$ cat src/rtl/exc_pkg.sv
package exc_pkg;
  localparam int XLEN  = 32;
  localparam int NSRC  = 6;
  localparam int OFF_W = 20;
  localparam int PFX_W = XLEN - OFF_W;
  localparam int RFI_W = 16;

  localparam int SRC_DEV = 0;
  localparam int SRC_RST = 1;
  localparam int SRC_INS = 2;
  localparam int SRC_BRK = 3;
  localparam int SRC_EXT = 4;
  localparam int SRC_DEC = 5;

  // big-endian field numbers mapped to LSB-0 indices
  function automatic int le_idx(int be);
    return XLEN - 1 - be;
  endfunction

  localparam int MSR_POW = le_idx(13);
  localparam int MSR_ILE = le_idx(15);
  localparam int MSR_EE  = le_idx(16);
  localparam int MSR_ME  = le_idx(19);
  localparam int MSR_IP  = le_idx(25);
  localparam int MSR_LE  = le_idx(31);

  localparam logic [XLEN-1:0] SRR1_COPY = 32'h87C0_FFFF;
  localparam logic [XLEN-1:0] MSR_KEEP  = (XLEN'(1) << MSR_ILE) |
                                          (XLEN'(1) << MSR_ME)  |
                                          (XLEN'(1) << MSR_IP);
  localparam logic [NSRC-1:0] MASKABLE  = (NSRC'(1) << SRC_EXT) |
                                          (NSRC'(1) << SRC_DEC);

  function automatic logic [OFF_W-1:0] src_off(int src);
    case (src)
      SRC_DEV: return OFF_W'(20'h01F00);
      SRC_RST: return OFF_W'(20'h00100);
      SRC_BRK: return OFF_W'(20'h01D00);
      SRC_EXT: return OFF_W'(20'h00500);
      SRC_DEC: return OFF_W'(20'h00900);
      default: return '0;
    endcase
  endfunction
endpackage

$ cat src/rtl/exc_prio_arb.sv
module exc_prio_arb #(
  parameter int              N        = 6,
  parameter logic [N-1:0]    MASK_SET = '0
) (
  input  logic [N-1:0] req_i,
  input  logic         en_i,
  output logic [N-1:0] grant_o
);
  logic [N-1:0] live;
  logic [N-1:0] seen;

  assign live    = req_i & ~(MASK_SET & {N{~en_i}});
  assign seen[0] = 1'b0;

  for (genvar i = 0; i < N; i++) begin : g_chain
    assign grant_o[i] = live[i] & ~seen[i];
    if (i < N - 1) begin : g_seen
      assign seen[i+1] = seen[i] | live[i];
    end
  end
endmodule

$ cat src/rtl/exc_vec_gen.sv
module exc_vec_gen
  import exc_pkg::*;
(
  input  logic [NSRC-1:0]  sel_i,
  input  logic             ip_i,
  input  logic [OFF_W-1:0] ins_off_i,
  output logic [XLEN-1:0]  vec_o
);
  logic [OFF_W-1:0] off;

  always_comb begin
    off = '0;
    for (int i = 0; i < NSRC; i++) begin
      if (sel_i[i]) off = off | ((i == SRC_INS) ? ins_off_i : src_off(i));
    end
  end

  assign vec_o = {{PFX_W{ip_i}}, off};
endmodule

$ cat src/rtl/exc_state_calc.sv
module exc_state_calc
  import exc_pkg::*;
(
  input  logic [XLEN-1:0] msr_i,
  output logic [XLEN-1:0] srr1_o,
  output logic [XLEN-1:0] msr_o
);
  assign srr1_o = msr_i & SRR1_COPY;

  always_comb begin
    msr_o         = msr_i & MSR_KEEP;
    msr_o[MSR_LE] = msr_i[MSR_ILE];
  end
endmodule

$ cat src/rtl/exc_entry_ctrl.sv
module exc_entry_ctrl
  import exc_pkg::*;
(
  input  logic             clk_i,
  input  logic             rst_ni,
  input  logic [NSRC-1:0]  req_i,
  input  logic [OFF_W-1:0] instr_off_i,
  input  logic [XLEN-1:0]  next_pc_i,
  input  logic             cfg_iip_i,
  input  logic             rfi_i,
  input  logic             msr_we_i,
  input  logic [XLEN-1:0]  msr_wdata_i,
  output logic [XLEN-1:0]  vec_o,
  output logic [XLEN-1:0]  srr0_o,
  output logic [XLEN-1:0]  srr1_o,
  output logic [XLEN-1:0]  msr_o,
  output logic             taken_o
);
  logic            boot_q;
  logic [XLEN-1:0] msr_q, srr0_q, srr1_q, vec_q;
  logic            taken_q;
  logic [NSRC-1:0] grant, sel;
  logic            ip_sel;
  logic [XLEN-1:0] vec_nxt, srr1_nxt, msr_nxt, boot_msr;

  exc_prio_arb #(.N(NSRC), .MASK_SET(MASKABLE)) u_arb (
    .req_i   (req_i),
    .en_i    (msr_q[MSR_EE]),
    .grant_o (grant)
  );

  // boot step reuses the vector path with the reset source forced
  assign sel    = boot_q ? (NSRC'(1) << SRC_RST) : grant;
  assign ip_sel = boot_q ? ~cfg_iip_i : msr_q[MSR_IP];

  exc_vec_gen u_vec (
    .sel_i     (sel),
    .ip_i      (ip_sel),
    .ins_off_i (instr_off_i),
    .vec_o     (vec_nxt)
  );

  exc_state_calc u_state (
    .msr_i  (msr_q),
    .srr1_o (srr1_nxt),
    .msr_o  (msr_nxt)
  );

  always_comb begin
    boot_msr         = '0;
    boot_msr[MSR_IP] = ~cfg_iip_i;
  end

  always_ff @(posedge clk_i or negedge rst_ni) begin
    if (!rst_ni) begin
      boot_q  <= 1'b1;
      msr_q   <= '0;
      srr0_q  <= '0;
      srr1_q  <= '0;
      vec_q   <= '0;
      taken_q <= 1'b0;
    end else begin
      taken_q <= 1'b0;
      if (boot_q) begin
        boot_q  <= 1'b0;
        msr_q   <= boot_msr;
        vec_q   <= vec_nxt;
        taken_q <= 1'b1;
      end else if (|grant) begin
        srr0_q  <= next_pc_i;
        srr1_q  <= srr1_nxt;
        msr_q   <= msr_nxt;
        vec_q   <= vec_nxt;
        taken_q <= 1'b1;
      end else if (rfi_i) begin
        msr_q[RFI_W-1:0] <= srr1_q[RFI_W-1:0];
      end else if (msr_we_i) begin
        msr_q <= msr_wdata_i;
      end
    end
  end

  assign vec_o   = vec_q;
  assign srr0_o  = srr0_q;
  assign srr1_o  = srr1_q;
  assign msr_o   = msr_q;
  assign taken_o = taken_q;

  assert_mask_R2: assert property (@(posedge clk_i) disable iff (!rst_ni)
    (!boot_q && !msr_o[MSR_EE] && ((req_i & ~MASKABLE) == '0)) |=> !taken_o);

  assert_prefix_R4: assert property (@(posedge clk_i) disable iff (!rst_ni)
    taken_o |-> (vec_o[XLEN-1:OFF_W] == {PFX_W{msr_o[MSR_IP]}}));

  assert_srr0_R5: assert property (@(posedge clk_i) disable iff (!rst_ni)
    (!boot_q && (|grant)) |=> (srr0_o == $past(next_pc_i)));

  assert_srr1_clean_R6: assert property (@(posedge clk_i) disable iff (!rst_ni)
    (srr1_o & ~SRR1_COPY) == '0);

  assert_entry_clear_R7: assert property (@(posedge clk_i) disable iff (!rst_ni)
    taken_o |-> (!msr_o[MSR_EE] && !msr_o[MSR_POW]));

  assert_pulse_R9: assert property (@(posedge clk_i) disable iff (!rst_ni)
    (!boot_q && (grant == '0)) |=> !taken_o);

  assert_rfi_R10: assert property (@(posedge clk_i) disable iff (!rst_ni)
    (!boot_q && (grant == '0) && rfi_i) |=>
      (msr_o == {$past(msr_o[XLEN-1:RFI_W]), $past(srr1_o[RFI_W-1:0])}));
endmodule

$ cat config.mk
export PLATFORM = sky130hd
export DESIGN_NAME = exc_entry_ctrl
export DESIGN_NICKNAME = d
export VERILOG_FILES = /design/src/rtl/exc_pkg.sv /design/src/rtl/exc_prio_arb.sv /design/src/rtl/exc_vec_gen.sv /design/src/rtl/exc_state_calc.sv /design/src/rtl/exc_entry_ctrl.sv
export SDC_FILE = /design/constraint.sdc
export NUM_CORES = 1
export LEC_CHECK = 0
export BUFFER_PORTS_ARGS = -buffer_cell sky130_fd_sc_hd__buf_2
export CAP_MARGIN = 30
export CORE_AREA = 5 5 147 163
export DETAILED_ROUTE_END_ITERATION = 7
export DIE_AREA = 0 0 152 168
export GPL_TIMING_DRIVEN = 0
export PLACE_DENSITY = 0.53
export REMOVE_ABC_BUFFERS = 1
export SLEW_MARGIN = 20
export SYNTH_ARGS = -nofsm -noshare
export SYNTH_HDL_FRONTEND = slang
export SYNTH_HIERARCHICAL = 1
export SYNTH_SLANG_ARGS = --single-unit
$ cat constraint.sdc
create_clock -name clk_i -period 2.1 [get_ports clk_i]
set_input_delay 0.525 -clock clk_i [delete_from_list [all_inputs] [get_ports clk_i]]
set_output_delay 0.525 -clock clk_i [all_outputs]
set_load 0.05 [all_outputs]
* Word-level counts from Yosys, hierarchy flattened
Cells that the tools add are included.
Storage, ports and cells: flip-flop bits (word level) 120, input bits 95, output and inout bits 129, word-level logic and storage cells 67
Cells by class: equality and inequality tests 3, multiplexer cells 21, bitwise logic cells 24, reductions and logical operators 10
Operators with widths (number):
- $mux W20 | 9
- $mux W32 | 5
- $or A20 B20 Y20 | 5
- $mux W16 | 2
- $mux W13 | 1
- $not A1 Y1 | 8
- $and A6 B6 Y6 | 1
- $mux W6 | 1
- $not A6 Y6 | 1
- $reduce_and A2 Y1 | 3
- $reduce_bool A3 Y1 | 2
- $reduce_or A6 Y1 | 1
- $and A1 B1 Y1 | 5
- $or A1 B1 Y1 | 4
- $reduce_bool A2 Y1 | 2
- $reduce_bool A4 Y1 | 1
- $mux W1 | 3
- $ne A3 B1 Y1 const B | 1
- $reduce_and A3 Y1 | 1
- $ne A2 B1 Y1 const B | 1
- $ne A2 B2 Y1 const B | 1

* Longest topological paths before layout
Gate-level depths: netlist of the first run.
depth after elaboration 23, mapped depth 8, gate-level depth less buffers 6

* Cells and area by module
The synthesis of the first run kept the hierarchy.
By module, submodules not included:
- exc_entry_ctrl | instances 1, cells each 384, area each 5689.2 um2, seq. area each 3254.4 um2
- exc_state_calc | instances 1, cells each 65, area each 484.2 um2, seq. area each 0.0 um2
- exc_vec_gen | instances 1, cells each 37, area each 251.5 um2, seq. area each 0.0 um2
- exc_prio_arb | instances 1, cells each 8, area each 63.8 um2, seq. area each 0.0 um2

* Worst setup path after synthesis of the first run
Ideal clock, no wire load.
path kind flip-flop to flip-flop, start point register msr_q[15], in the netlist msr_o[15], end point register vec_q[10], in the netlist vec_o[10], setup time 0.125 ns, data arrival time 2.346 ns, required time 1.975 ns, setup slack -0.372 ns, cell stages (with the launch flop) 8, path buffers 2, period minus slack after synthesis 2.472 ns, cells stage by stage dfrtp_1 nor4bb_1 and2_1 or4_4 or3_1 buf_6 buf_6 mux2_4
Between the ends: word-level cells in the longest chain between the ends 10, elaborated cells between the ends (all ways) 15, classes of those cells mux: 5; bitwise: 8; reduce/logical: 2
Ends and longest elaborated chain:
- start: declaration | line exc_entry_ctrl.sv:20 | logic [XLEN-1:0] msr_q, srr0_q, srr1_q, vec_q;
- start signal: assignment | line exc_entry_ctrl.sv:66 | msr_q <= boot_msr;
- start signal: assignment | line exc_entry_ctrl.sv:72 | msr_q <= msr_nxt;
- start signal: indexed assignment | line exc_entry_ctrl.sv:76 | msr_q[RFI_W-1:0] <= srr1_q[RFI_W-1:0];
- $not A1 Y1 (*) | line exc_prio_arb.sv:12 | assign live = req_i & ~(MASK_SET & {N{~en_i}});
- $not A6 Y6 (*) | line exc_prio_arb.sv:12
- $and A6 B6 Y6 (*) | line exc_prio_arb.sv:12
- $or A1 B1 Y1 | line exc_prio_arb.sv:18 | assign seen[i+1] = seen[i] | live[i];
- $not A1 Y1 | line exc_prio_arb.sv:16 | assign grant_o[i] = live[i] & ~seen[i];
- $and A1 B1 Y1 (*) | line exc_prio_arb.sv:16
- net grant[5] | line exc_entry_ctrl.sv:22 | logic [NSRC-1:0] grant, sel;
- $mux W6 | line exc_entry_ctrl.sv:33 | assign sel = boot_q ? (NSRC'(1) << SRC_RST) : grant;
- $mux W20 | line exc_vec_gen.sv:14 | if (sel_i[i]) off = off | ((i == SRC_INS) ? ins_off_i : src_off(i));
- $mux W32 | line exc_entry_ctrl.sv:69 | end else if (|grant) begin
- $mux W32 | line exc_entry_ctrl.sv:64 | if (boot_q) begin
- end signal: assignment | line exc_entry_ctrl.sv:67 | vec_q <= vec_nxt;
- end signal: assignment | line exc_entry_ctrl.sv:73 | vec_q <= vec_nxt;
- end: declaration | line exc_entry_ctrl.sv:20
Mark *: on every way through the listed nets, which the timed path passes. The rest lies on a longest branch. The select of a mux whose other input is x is not followed. A chain may end at the register's enable or synchronous reset.

* Worst setup path in the final report of the first run
start point register msr_q[15], in the netlist msr_o[15], end point register vec_q[7], in the netlist vec_o[7]
The elaborated chain is that of the path after synthesis.

==> results by group, run 1 <==
Die
  – Die Ht: 168 um
  – Initial core utilization: 29.54%
  – Chip width: 152 um
  – Die area: 25540 sq um
  – Core ar.: 21970 sq um
  – Row Count: 57
  – Io pins: 224

Power and ir drop
  – Worst VDD drop: 0.0004967 V
  – Pwr/cell area: 992.1 nW/um^2
  – Pleak: 4.386 nW

Clock tree
  – CTS H-Tree Depth: 4
  – Clock Latency Late Sink: 0.41 ns
  – Worst-path clk slew: 0.06 ns
  – Clk sinks: 130
  – Root Driver: clkbuf_16
  – CTS Buffer Depth: 2
  – Post-CTS Hold Fix Bufs: 0
  – Clock buffers created by TritonCTS: 17
  – CTS tree: yes

Cells and area
  – Share of layout cells above drive strength 1: 59.75%
  – Design Area, Final: 8574 sq um
  – Final Util: 39.04%
  – Fin cells: 1004
  – Fillers: 2190
  – Syn-to-layout area delta: 32.14%
  – Final nets: 792

Logic synthesis
  – Cell types occupying the most area after synthesis: dfrtp_1 (50%), mux2_2 (14%), buf_4 (8.9%)
  – Adder-cell share of the synthesized area: 0%
  – Compound-Gate Fraction of Synth Area: 6.344%
  – Syn avg cell area: 13.14 sq um
  – Yosys cell types: 37
  – Cell Area, Synth: 6489 sq um
  – Cell count after synthesis: 494
  – #FFs+latches synth: 130
  – Main combinational cell family by area after synthesis: multiplexers
  – Mux cell area share after synthesis: 26.22%
  – Most area-hungry cell type in the Yosys netlist: dfrtp_1
  – Seq/Total Area, Yosys: 50.15%
  – Synth Warn #: 6
  – Post-Synth Simple-Gate Area: 5.553%
  – Synth top area share: 49.75%
  – Xor/xnor cell area share of the yosys netlist: 0%

STA
  – Setup_tns: -5.359 ns
  – RSZ-0062 raised after global routing: true
  – Fin. max-slew vios: 0
  – Headroom to the max-slew limit: 41.67%
  – Period minus WS final: 2.283 ns
  – Fmax: 438.0 MHz
  – Post-route setup slack: -0.1831 ns
  – Final hold vios: 0
  – Clk_skew: 0.008186 ns
  – Endpoints failing setup: 48
  – Period Utilization, post-route: 108.7%
  – Worst slew pin tran: 0.8690 ns

Drt
  – Pre-antenna DRT Iters: 4
  – Vias post-DR: 4258
  – Vias per inst: 4.241
  – Detailed Route Iter0 Violations: 120
  – Drt wl/cell: 16.10 um
  – ANT nets after route: 0
  – DRC: 0
  – Final WL: 16170 um

Status
  – Failing checks: negative setup slack
  – Status: complete, but fails checks

Worst setup path
  – Startpoint Class: register
  – Worst path arrival time: 2.57 ns
  – WS Path Type: register to register
  – Maximum fanout along the worst path: 6
  – Crit. End Element: register
  – Worst EP required: 2.39 ns

Placement
  – Post-Place Cell Area: 7587 sq um
  – Port buffer count: 223
  – GPL Wtd Cong: 0.7302
  – Hpwl dp: 10890 um
  – Cells after DPL: 951

GRT
  – Global-route wire length before repair: 25940 um
  – Initial antenna violation count: 2
  – Gr usage total: 12.70%
  – Via count of the first global-routing pass: 4505
  – Largest net degree at the start of global routing: 75
  – GR Overflow Total: 0

Min path
  – Worst min-delay path class: primary input to asynchronous set/reset pin

Flow run
  – Max_cap viols: 0
worst max-delay path: stages, from the launching register on:
cell and delay [ns]:
dfrtp_1 0.39, nor4bb_1 0.13, and2_4 0.14, or4_4 0.51
or3_4 0.40, buf_4 0.17, buf_12 0.13, mux2_4 0.29
synthesized netlist by cell type, drive strengths merged:
master,instances
nor4bb,1
o22ai,15
nor4,1
nor3b,1
a2111o,1
dfstp,1
conb,2
a211o,1
or2,2
dfrtp,129
clkbuf,16
or3,1
a21oi,17
inv,1
and2,17
o211ai,1
mux2,112
mux2i,32
nor2,2
nand2b,17
nor3,2
and4b,1
o21ai,2
nor2b,7
nand2,3
or4,1
a21o,1
buf,90
a211oi,17
metal layers:
layer	routed length [um]	GRT usage [%]	part of all wire, %
met5	13	0	0.080
met4	243	3.948	1.5
met3	791	3.594	4.9
met2	8063	21.21	50
met1	7052	16.01	44
per-stage QoR:
stage	setup slack [ns]	hold slack, ns	total power, W
global placement	-2.954	0.4830	0.005137
global route	-0.2331	0.06933	0.008892
finish	-0.1831	0.04120	0.008507
floorplan	-1.535	0.2294	0.004529
detailed placement	-0.8370	0.4857	0.005192
CTS	-0.1586	0.04185	0.008642
kinds of logic (layout without fill, tap and decap cells):
logic type      after synthesis  after routing
other cells                   2             40
flops                       130            130
simple gates                 56             56
mux                         144            144
buf+inv                     107            284
compound gates               55             55
layout by cell type, fill, tap and decap left out, types with 2 or more instances in the layout:
cell	synthesis	final
a211oi_1	17	17
mux2i_1	32	32
a21oi_1	16	16
or2_2	2	2
buf_12	0	4
nand2_1	3	3
clkinv_4	0	4
dfrtp_1	129	129
buf_16	0	8
buf_4	77	13
nor2b_1	7	6
mux2_2	80	80
buf_6	6	5
o22ai_4	0	2
bufinv_16	0	5
nor2_4	0	2
and2_1	17	16
mux2_4	32	32
clkbuf_16	0	17
buf_2	5	222
conb_1	2	39
o22ai_2	9	13
nand2b_1	17	17
registers in the layout (all words and copies together) (netlist names):
signal   count
msr_o       32
srr0_o      32
srr1_o      32
vec_o       32
boot_q       1
taken_o      1
layout make-up:
type                       count  area [sq um]  area share, %
sequential                   130          3258          38.00
clock buffer                  18         439.2          5.122
antenna                        1         2.502        0.02918
multi-input combinational    294          2715          31.66
inverter                       1         3.754        0.04378
tap                          295         369.1          4.305
timing repair buffer         253          1580          18.43
clock inverter                12         206.4          2.408
final timing paths:
check | start | end | cells after the start | slack [ns]
setup / recovery | msr_o[15]$_DFFE_PN0P_ | vec_o[7]$_DFFE_PN0P_ | 7 | -0.18
hold / removal | rst_ni | vec_o[26]$_DFFE_PN0P_ | 1 | 0.04
setup reg to reg | msr_o[15]$_DFFE_PN0P_ | vec_o[7]$_DFFE_PN0P_ | 7 | -0.18
hold reg to reg | srr0_o[20]$_DFFE_PN0P_ | srr0_o[20]$_DFFE_PN0P_ | 1 | 0.50
max in group asynchronous | rst_ni | srr0_o[16]$_DFFE_PN0P_ | 2 | 1.34
min in group clk_i | next_pc_i[31] | srr0_o[31]$_DFFE_PN0P_ | 2 | 0.34
report_power, final:
part           switching [W]  internal, W
sequential          0.000165      0.00279
clock                0.00117      0.00214
combinational        0.00153     0.000715
repair_timing:
item                       in CTS  in global routing
cloned                          3                  0
gates resized for setup        15                  7
pin swaps                       9                  3
setup endpoints to repair     129                 93
buffers inserted               19                  1
Power figures use the tool's default switching activity.
==> run 2, diff against run 1 <==
Settings changed: TNS_END_PERCENT set to 50.
==> results by group, run 2 (synthesis gave the netlist of run 1 again) <==
Cells and area
  – Commonest non-fill, non-tap cell in the layout: buf_2
  – Syn-to-layout area delta: 31.10%
  – Final nets: 788
  – Share of layout cells above drive strength 1: 59.23%
  – Final Util: 38.73%
  – Most frequent cells in the layout: buf_2 (222), dfrtp_1 (129), mux2_2 (80)

Clock tree
  – Root Driver: clkbuf_16
  – Clock Latency Late Sink: 0.41 ns
  – Clk sinks: 130
  – CTS Buffer Depth: 2
  – CTS H-Tree Depth: 4
  – Clock buffers created by TritonCTS: 17
  – Post-CTS Hold Fix Bufs: 0
  – CTS tree: yes
  – Worst-path clk slew: 0.06 ns

STA
  – Post-route setup slack: -0.1676 ns
  – Clk_skew: 0.008106 ns
  – Fmax: 441.0 MHz
  – Worst slew pin tran: 0.8584 ns
  – RSZ-0062 raised after global routing: true
  – Fin. max-slew vios: 0
  – Final hold vios: 0
  – Endpoints failing setup: 48
  – Period minus WS final: 2.268 ns
  – WHS: 0.04636 ns
  – Headroom to the max-slew limit: 42.39%
  – Period Utilization, post-route: 108.0%

Die
  – Io pins: 224
  – Chip width: 152 um
  – Core ar.: 21970 sq um
  – Initial core utilization: 29.54%
  – Row Count: 57
  – Die area: 25540 sq um
  – Die Ht: 168 um

Status
  – Status: complete, but fails checks
  – Failing checks: negative setup slack

Drt
  – Routed wl met3: 783 um
  – Drt wl/cell: 15.95 um
  – Final WL: 15950 um
  – Met2 wire len: 7934 um
  – DRC: 0
  – Met1 WL: 7011 um
  – ANT nets after route: 0
  – Vias per inst: 4.214
  – Max layer used: met5
  – Vias post-DR: 4214
  – Detailed Route Iter0 Violations: 109
  – Pre-antenna DRT Iters: 4

GRT
  – Largest net degree at the start of global routing: 75
  – Global-route wire length before repair: 25630 um
  – Via count of the first global-routing pass: 4462
  – Initial antenna violation count: 2
  – Gr usage total: 12.52%
  – GR Overflow Total: 0

Power and ir drop
  – Worst VDD drop: 0.0004953 V
  – Pleak: 4.350 nW
  – Pwr/cell area: 997.3 nW/um^2

Min path
  – Worst min-delay path class: primary input to asynchronous set/reset pin

Worst setup path
  – Worst EP required: 2.39 ns
  – Crit. End Element: register
  – CP Cell Sequence: nor4bb_1, and2_4, or4_4, or3_4, buf_12, buf_16, mux2_4
  – Maximum fanout along the worst path: 8
  – Slowest CP cell: or4_4
  – Startpoint Class: register
  – FF-to-FF setup slack: -0.17 ns
  – WS Path Type: register to register
  – Worst path arrival time: 2.56 ns
  – CP peak stage delay: 0.50 ns

Placement
  – Pre-CTS setup slack: -0.8370 ns
  – GPL Wtd Cong: 0.7302
  – Hpwl dp: 10890 um
  – Port buffer count: 223

Flow run
  – Max_cap viols: 0
[run 2: cell count changes in the layout (fill, tap and decap cells not counted)]
cell / previous run / this run
buf_12: 4 / 3
buf_8: 1 / 2
buf_4: 13 / 12
o22ai_4: 2 / 3
buf_6: 5 / 3
buf_16: 8 / 7
o22ai_1: 0 / 2
o22ai_2: 13 / 10
[run 2: repair_timing]
| item | 4_1_cts | 5_1_grt |
|---|---|---|
| buffers inserted | 15 | 2 |
| gates resized for setup | 10 | 7 |
| cloned | 2 | 0 |
| setup endpoints to repair | 129 | 107 |
| pin swaps | 7 | 4 |
[run 2: layout make-up]
class                   count  area [sq um]
flip-flops and latches    130          3258
well taps                 295         369.1
repair buffers            249          1518
diodes                      1         2.502
fillers                  2191         13460
multi-input cells         294          2710
clock inverters            12         206.4
inverters                   1         3.754
clock buffers              18         439.2
[run 2: metal layers]
metal	vias to the layer above	GRT usage (%)
li1	2020	-
met1	2070	15.85
met2	112	20.78
met3	10	3.594
met4	2	3.948
met5	-	0
[run 2: worst paths after layout]
check,from,to,cells after the start
max,msr_o[15]$_DFFE_PN0P_,vec_o[29]$_DFFE_PN0P_,7
max in group asynchronous,rst_ni,srr0_o[16]$_DFFE_PN0P_,2
max reg2reg,msr_o[15]$_DFFE_PN0P_,vec_o[29]$_DFFE_PN0P_,7
min reg2reg,srr0_o[20]$_DFFE_PN0P_,srr0_o[20]$_DFFE_PN0P_,1
min in group clk_i,next_pc_i[12],srr0_o[12]$_DFFE_PN0P_,2
min,rst_ni,vec_o[26]$_DFFE_PN0P_,1
[run 2: per-stage QoR]
step	std cells	setup TNS [ns]	power, W	cell area [sq um]
final	1000	-3.812	0.008484	8507
after global routing	1000	-7.746	0.008872	8507
after CTS	998	-7.092	0.008622	8469
after detailed placement	951	-75.04	0.005192	7587
after global placement	943	-496.10	0.005137	7363
after floorplan	425	-166.41	0.004529	5878
[run 2: critical path, delay by kind of cell, from the launching register on]
kind,cells,cell delay [ns]
DFF,1,0.39
buffers and inverters,2,0.29
and+or+nand+nor,4,1.17
muxes,1,0.29
[run 2: where the power goes]
group | total (W) | internal, W | switching, W | leakage [nW]
sequential | 0.00296 | 0.00279 | 0.000166 | 1.63
clock | 0.00329 | 0.00214 | 0.00116 | 0.312
combinational | 0.00223 | 0.000703 | 0.00153 | 2.41
